File: src/rtl/rf_alias_pkg.sv
package rf_alias_pkg;
  localparam int DATA_W = 64;
  localparam int NREGS  = 16;
  localparam int IDX_W  = $clog2(NREGS);
  localparam int BYTE_W = 8;
  localparam int HALF_W = 16;
  localparam int WORD_W = 32;
  // Index bit that turns a legacy byte index 4..7 into a high-byte alias
  localparam int ALIAS_BIT = 2;

  typedef enum logic [1:0] {
    SZ_BYTE = 2'b00,
    SZ_HALF = 2'b01,
    SZ_WORD = 2'b10,
    SZ_FULL = 2'b11
  } size_e;
endpackage

File: src/rtl/rf_alias_decode.sv
module rf_alias_decode
  import rf_alias_pkg::*;
#(
  parameter int IW = IDX_W
) (
  input  logic [IW-1:0] idx_i,
  input  logic [1:0]    size_i,
  input  logic          ext_i,
  output logic [IW-1:0] phys_o,
  output logic          hi_o
);
  logic legacy_range;
  logic alias_pos;

  always_comb begin
    // Only legacy indices (top bit clear) with the alias bit set can alias
    legacy_range = ~idx_i[IW-1];
    alias_pos    = idx_i[ALIAS_BIT];
    hi_o         = (size_i == SZ_BYTE) && !ext_i && legacy_range && alias_pos;
    phys_o       = idx_i;
    if (hi_o) begin
      phys_o[ALIAS_BIT] = 1'b0;
    end
  end
endmodule

File: src/rtl/rf_write_merge.sv
module rf_write_merge
  import rf_alias_pkg::*;
#(
  parameter int DW = DATA_W
) (
  input  logic [DW-1:0] old_i,
  input  logic [DW-1:0] data_i,
  input  logic [1:0]    size_i,
  input  logic          hi_i,
  output logic [DW-1:0] new_o
);
  always_comb begin
    new_o = old_i;
    unique case (size_i)
      SZ_BYTE: begin
        if (hi_i) new_o[2*BYTE_W-1:BYTE_W] = data_i[BYTE_W-1:0];
        else      new_o[BYTE_W-1:0]        = data_i[BYTE_W-1:0];
      end
      SZ_HALF: new_o[HALF_W-1:0] = data_i[HALF_W-1:0];
      SZ_WORD: new_o = {{(DW-WORD_W){1'b0}}, data_i[WORD_W-1:0]};
      SZ_FULL: new_o = data_i;
      default: new_o = old_i;
    endcase
  end
endmodule

File: src/rtl/rf_read_extract.sv
module rf_read_extract
  import rf_alias_pkg::*;
#(
  parameter int DW = DATA_W
) (
  input  logic [DW-1:0] q_i,
  input  logic [1:0]    size_i,
  input  logic          hi_i,
  output logic [DW-1:0] data_o
);
  always_comb begin
    data_o = '0;
    unique case (size_i)
      SZ_BYTE: begin
        if (hi_i) data_o[BYTE_W-1:0] = q_i[2*BYTE_W-1:BYTE_W];
        else      data_o[BYTE_W-1:0] = q_i[BYTE_W-1:0];
      end
      SZ_HALF: data_o[HALF_W-1:0] = q_i[HALF_W-1:0];
      SZ_WORD: data_o[WORD_W-1:0] = q_i[WORD_W-1:0];
      SZ_FULL: data_o = q_i;
      default: data_o = '0;
    endcase
  end
endmodule

File: src/rtl/rf_alias_regfile.sv
module rf_alias_regfile
  import rf_alias_pkg::*;
#(
  parameter int DW = DATA_W,
  parameter int NR = NREGS,
  parameter int IW = IDX_W
) (
  input  logic          clk,
  input  logic          rst_n,
  input  logic          wr_en,
  input  logic [IW-1:0] wr_idx,
  input  logic [1:0]    wr_width,
  input  logic          wr_ext,
  input  logic [DW-1:0] wr_data,
  input  logic [IW-1:0] ra_idx,
  input  logic [1:0]    ra_width,
  input  logic          ra_ext,
  output logic [DW-1:0] ra_data,
  input  logic [IW-1:0] rb_idx,
  input  logic [1:0]    rb_width,
  input  logic          rb_ext,
  output logic [DW-1:0] rb_data
);
  localparam int NPORTS = 2;

  logic [NR-1:0][DW-1:0] regs_q;
  logic [NR-1:0]         reg_en;
  logic [DW-1:0]         merged;
  logic [IW-1:0]         wr_phys;
  logic                  wr_hi;

  // Write path: alias decode, merge with the target register's old value
  rf_alias_decode #(.IW(IW)) u_wr_dec (
    .idx_i (wr_idx),
    .size_i(wr_width),
    .ext_i (wr_ext),
    .phys_o(wr_phys),
    .hi_o  (wr_hi)
  );

  rf_write_merge #(.DW(DW)) u_merge (
    .old_i (regs_q[wr_phys]),
    .data_i(wr_data),
    .size_i(wr_width),
    .hi_i  (wr_hi),
    .new_o (merged)
  );

  always_comb begin
    reg_en = '0;
    if (wr_en) reg_en[wr_phys] = 1'b1;
  end

  for (genvar r = 0; r < NR; r++) begin : g_store
    always_ff @(posedge clk or negedge rst_n) begin
      if (!rst_n) begin
        regs_q[r] <= '0;
      end else if (reg_en[r]) begin
        regs_q[r] <= merged;
      end
    end
  end

  // Read paths: identical decode and extract per port
  logic [NPORTS-1:0][IW-1:0] rd_idx;
  logic [NPORTS-1:0][1:0]    rd_size;
  logic [NPORTS-1:0]         rd_ext;
  logic [NPORTS-1:0][DW-1:0] rd_out;

  assign rd_idx  = {rb_idx, ra_idx};
  assign rd_size = {rb_width, ra_width};
  assign rd_ext  = {rb_ext, ra_ext};
  assign ra_data = rd_out[0];
  assign rb_data = rd_out[1];

  for (genvar p = 0; p < NPORTS; p++) begin : g_rd
    logic [IW-1:0] phys;
    logic          hi;

    rf_alias_decode #(.IW(IW)) u_dec (
      .idx_i (rd_idx[p]),
      .size_i(rd_size[p]),
      .ext_i (rd_ext[p]),
      .phys_o(phys),
      .hi_o  (hi)
    );

    rf_read_extract #(.DW(DW)) u_ext (
      .q_i   (regs_q[phys]),
      .size_i(rd_size[p]),
      .hi_i  (hi),
      .data_o(rd_out[p])
    );
  end
endmodule

File: config.mk
export PLATFORM = sky130hd
export DESIGN_NAME = rf_alias_regfile
export DESIGN_NICKNAME = d
export VERILOG_FILES = /design/src/rtl/rf_alias_pkg.sv /design/src/rtl/rf_alias_decode.sv /design/src/rtl/rf_write_merge.sv /design/src/rtl/rf_read_extract.sv /design/src/rtl/rf_alias_regfile.sv
export SDC_FILE = /design/constraint.sdc
export NUM_CORES = 2
export LEC_CHECK = 0
export BUFFER_PORTS_ARGS = -buffer_cell sky130_fd_sc_hd__buf_2
export CAP_MARGIN = 20
export CORE_ASPECT_RATIO = 1.2
export CORE_MARGIN = 2
export CORE_UTILIZATION = 64
export CTS_CLUSTER_DIAMETER = 50
export DETAILED_ROUTE_END_ITERATION = 7
export PLACE_DENSITY = 0.82
export SYNTH_ARGS = -nofsm -noshare
export SYNTH_HDL_FRONTEND = slang
export SYNTH_HIERARCHICAL = 1
export SYNTH_SLANG_ARGS = --single-unit
File: constraint.sdc
create_clock -name clk -period 5.7 [get_ports clk]
set_input_delay 0.57 -clock clk [delete_from_list [all_inputs] [get_ports clk]]
set_output_delay 0.57 -clock clk [all_outputs]
set_load 0.01 [all_outputs]
==> run summary <==
outcome - completed
Worst EP arrival - 3.50 ns
Critical Path, Cell by Cell - buf_2, nor4_2, nor2b_1, nor2b_4, buf_4, a22oi_1, nand2_1, and3_2, buf_2
via count - 42700
Post-synth EDFFs - 0
CP Launch Type - primary input
Mapped Area - 62100 µm²
syn_area_per_cell - 15.1 µm²
critical path class - in -> out
Chip Width - 288 µm
clk sink count - 1024
Residual DRC - 0
nets - 4184
worst skew pair latency - 0.70 ns
GRT overflow - 0
Largest Register - regs_q
largest cells by area after synthesis - dfrtp_1, mux4_2, mux2_2
number of routed nets with antenna violations - 0
effective utilization at floorplan - 64.4%
worst-margin pin slew - 1.25 ns
ys flop type - dfrtp_1
DP HPWL - 104000 µm
RSZ-0062 raised after global routing - no
fin crit share - 71.4%
Yosys cell types - 30
CTS H-tree lvls - 3
synthesized net count - 4200
PD cells - 360 nW/µm²
die height - 345 µm
CTS root buf - clkbuf_16
clock buffer depth - 3
Max Fclk - 0.246 GHz
Initial DRC Count - 5350
WP buf/inv - 3
Critical Path RT - 5.13 ns
Post-synth ARST share - 100%
Reg clk slew, reported paths - 0.06 ns
initial antenna violation count - 13
post-CTS sizing - 0
Setup Slack @ Placement - 1.85 ns
first drt pass iteration count - 6
GRT Util Overall - 38.2%
port bufs - 215
Slew headroom - 16.3%
Peak VDD IR - 0.000254 V
layout cells sized above 1 - 57.9%
Critical Path Fanout Max - 29
number of synthesized register bits - 1024
design area - 68200 µm²
die area - 99600 µm²
core box area - 96500 µm²
vias in the first global route - 44200
via-per-instance ratio - 7.82
largest delay contributor family on the critical path - simple AND/OR/NAND/NOR gates
TritonCTS Buffers - 111
DRT Wirelength - 188000 µm
Mapped Cells - 4112
Min Hold Slack - 0.500 ns
Yosys warning count - 6
crit path time final - 4.07 ns
Seq/Total Area, Yosys - 41.2%
final hold vios - 0
Largest regs - regs_q: 1024 flops
Max Cap Viol - 0
GP Congestion - 0.830
Post-DP Area - 64200 µm²
Worst Setup Slack, final - 1.63 ns
CP peak stage delay - 0.72 ns
CP most frequent cell - buf_2
Core Rows - 125
area delta synth->final - 9.70%
Boundary Pins - 216
Worst path slowest cell - nor2b_4
CTS tree - built
Synth top area share - 41.2%
Largest register FFs - 1024
Post-synth top cells - mux2_2, dfrtp_1, mux4_2
setup TNS - 0 ns
Pins Over Slew Limit - 0
DR WL/cell - 34.3 µm
first-pass GRT wire length - 280000 µm
Hold WC Path Type - in -> reg
Pleak - 29.6 nW
crit end category - output pin
top-count cell post-synth - mux2_2
largest net degree at the start of global routing - 166
post-synth top area cell - dfrtp_1
endpoints failing setup - 0
Setup Skew - 0.0267 ns
## per-layer routing
metal  up-vias  global-route usage [%]  part of all wire (%)
met5         -                       0                 0.054
met4        12                    19.5                   5.6
met3       698                    11.0                    13
met2      3046                    57.4                    46
met1     22400                    51.2                    35
li1      16500                       -                     -
## cell type report
type,count,area [µm²]
diodes,3,7.51
clock buffers,147,3170
clock inverters,57,754
fillers,6076,28300
inverters,1,3.75
multi-input cells,2628,34600
flip-flops and latches,1024,25600
well taps,1270,1590
repair buffers,330,2440
## through the flow
step | instances | total power, mW | util [%]
3_5_place_dp | 5251 | 16.8 | 66.5
3_3_place_gp | 5250 | 16.4 | 66.5
6_report | 5460 | 24.5 | 70.6
2_1_floorplan | 4112 | 14.9 | -
4_1_cts | 5456 | 24.5 | 70.6
5_1_grt | 5457 | 25.5 | 70.6
## worst register-to-register path: cells and delay by family (launching register included)
family / cells / cell delay, ns
AOI/OAI and AO/OA: 2 / 0.52
buffers and inverters: 1 / 0.30
DFF: 1 / 0.41
muxes: 3 / 0.86
and+or+nand+nor: 1 / 0.08
## what timing repair did
| action | in CTS | in global routing |
|---|---|---|
| setup endpoints to repair | 0 | 0 |
| hold buffers | 1 | 0 |
| setup buffers | 0 | 0 |
| hold endpoints to repair | 74 | 0 |
## placed cells by master, fill, tap and decap left out, types with 3 or more instances in the layout
| cell type | n |
|---|---|
| inv_6 | 7 |
| clkbuf_1 | 13 |
| buf_8 | 7 |
| a22o_1 | 32 |
| mux4_2 | 768 |
| bufinv_16 | 15 |
| clkinvlp_4 | 7 |
| buf_2 | 208 |
| diode_2 | 3 |
| clkinv_2 | 20 |
| clkbuf_8 | 21 |
| buf_4 | 81 |
| nand2_1 | 193 |
| and2_1 | 15 |
| o21ai_0 | 16 |
| dfrtp_1 | 1024 |
| mux2_2 | 1064 |
| nor3b_4 | 3 |
| a22oi_1 | 384 |
| nor2_4 | 12 |
| and3_1 | 48 |
| nor2b_1 | 19 |
| nor2b_4 | 6 |
| nand3b_1 | 4 |
| and2_2 | 21 |
| or3_4 | 3 |
| nor4_2 | 3 |
| and2_4 | 3 |
| and3_2 | 16 |
| nor2_1 | 3 |
| mux2i_1 | 8 |
| clkbuf_16 | 113 |
| buf_12 | 31 |
| clkinv_4 | 4 |
## path summary, 6_finish.rpt
kind | start | to | slack (ns) | cells after the start
setup / recovery | rb_width[1] | rb_data[32] | 1.63 | 9
hold / removal | wr_data[23] | regs_q[727] | 0.50 | 3
setup reg to reg | regs_q[715] | regs_q[331] | 3.41 | 7
hold reg to reg | regs_q[423] | regs_q[423] | 0.54 | 1
max in group asynchronous | rst_n | regs_q[606] | 3.70 | 4
min in group asynchronous | rst_n | regs_q[579] | 0.54 | 2
## report_power, final
group | internal (mW) | switching [mW] | leakage, nW
registers | 8.90 | 1.57 | 13.3
clock network | 4.59 | 3.11 | 1.92
logic | 3.82 | 2.55 | 14.3
total | 17.3 | 7.22 | 29.6
## logic make-up after synthesis
group / Yosys count / share of synthesized area [%]
and+or+nand+nor: 356 / 2.95
muxes: 1840 / 47.2
AOI/OAI and AO/OA: 432 / 5.22
DFF: 1024 / 41.2
buffers and inverters: 460 / 3.35
No activity file was read; power rests on OpenSTA's default activity.
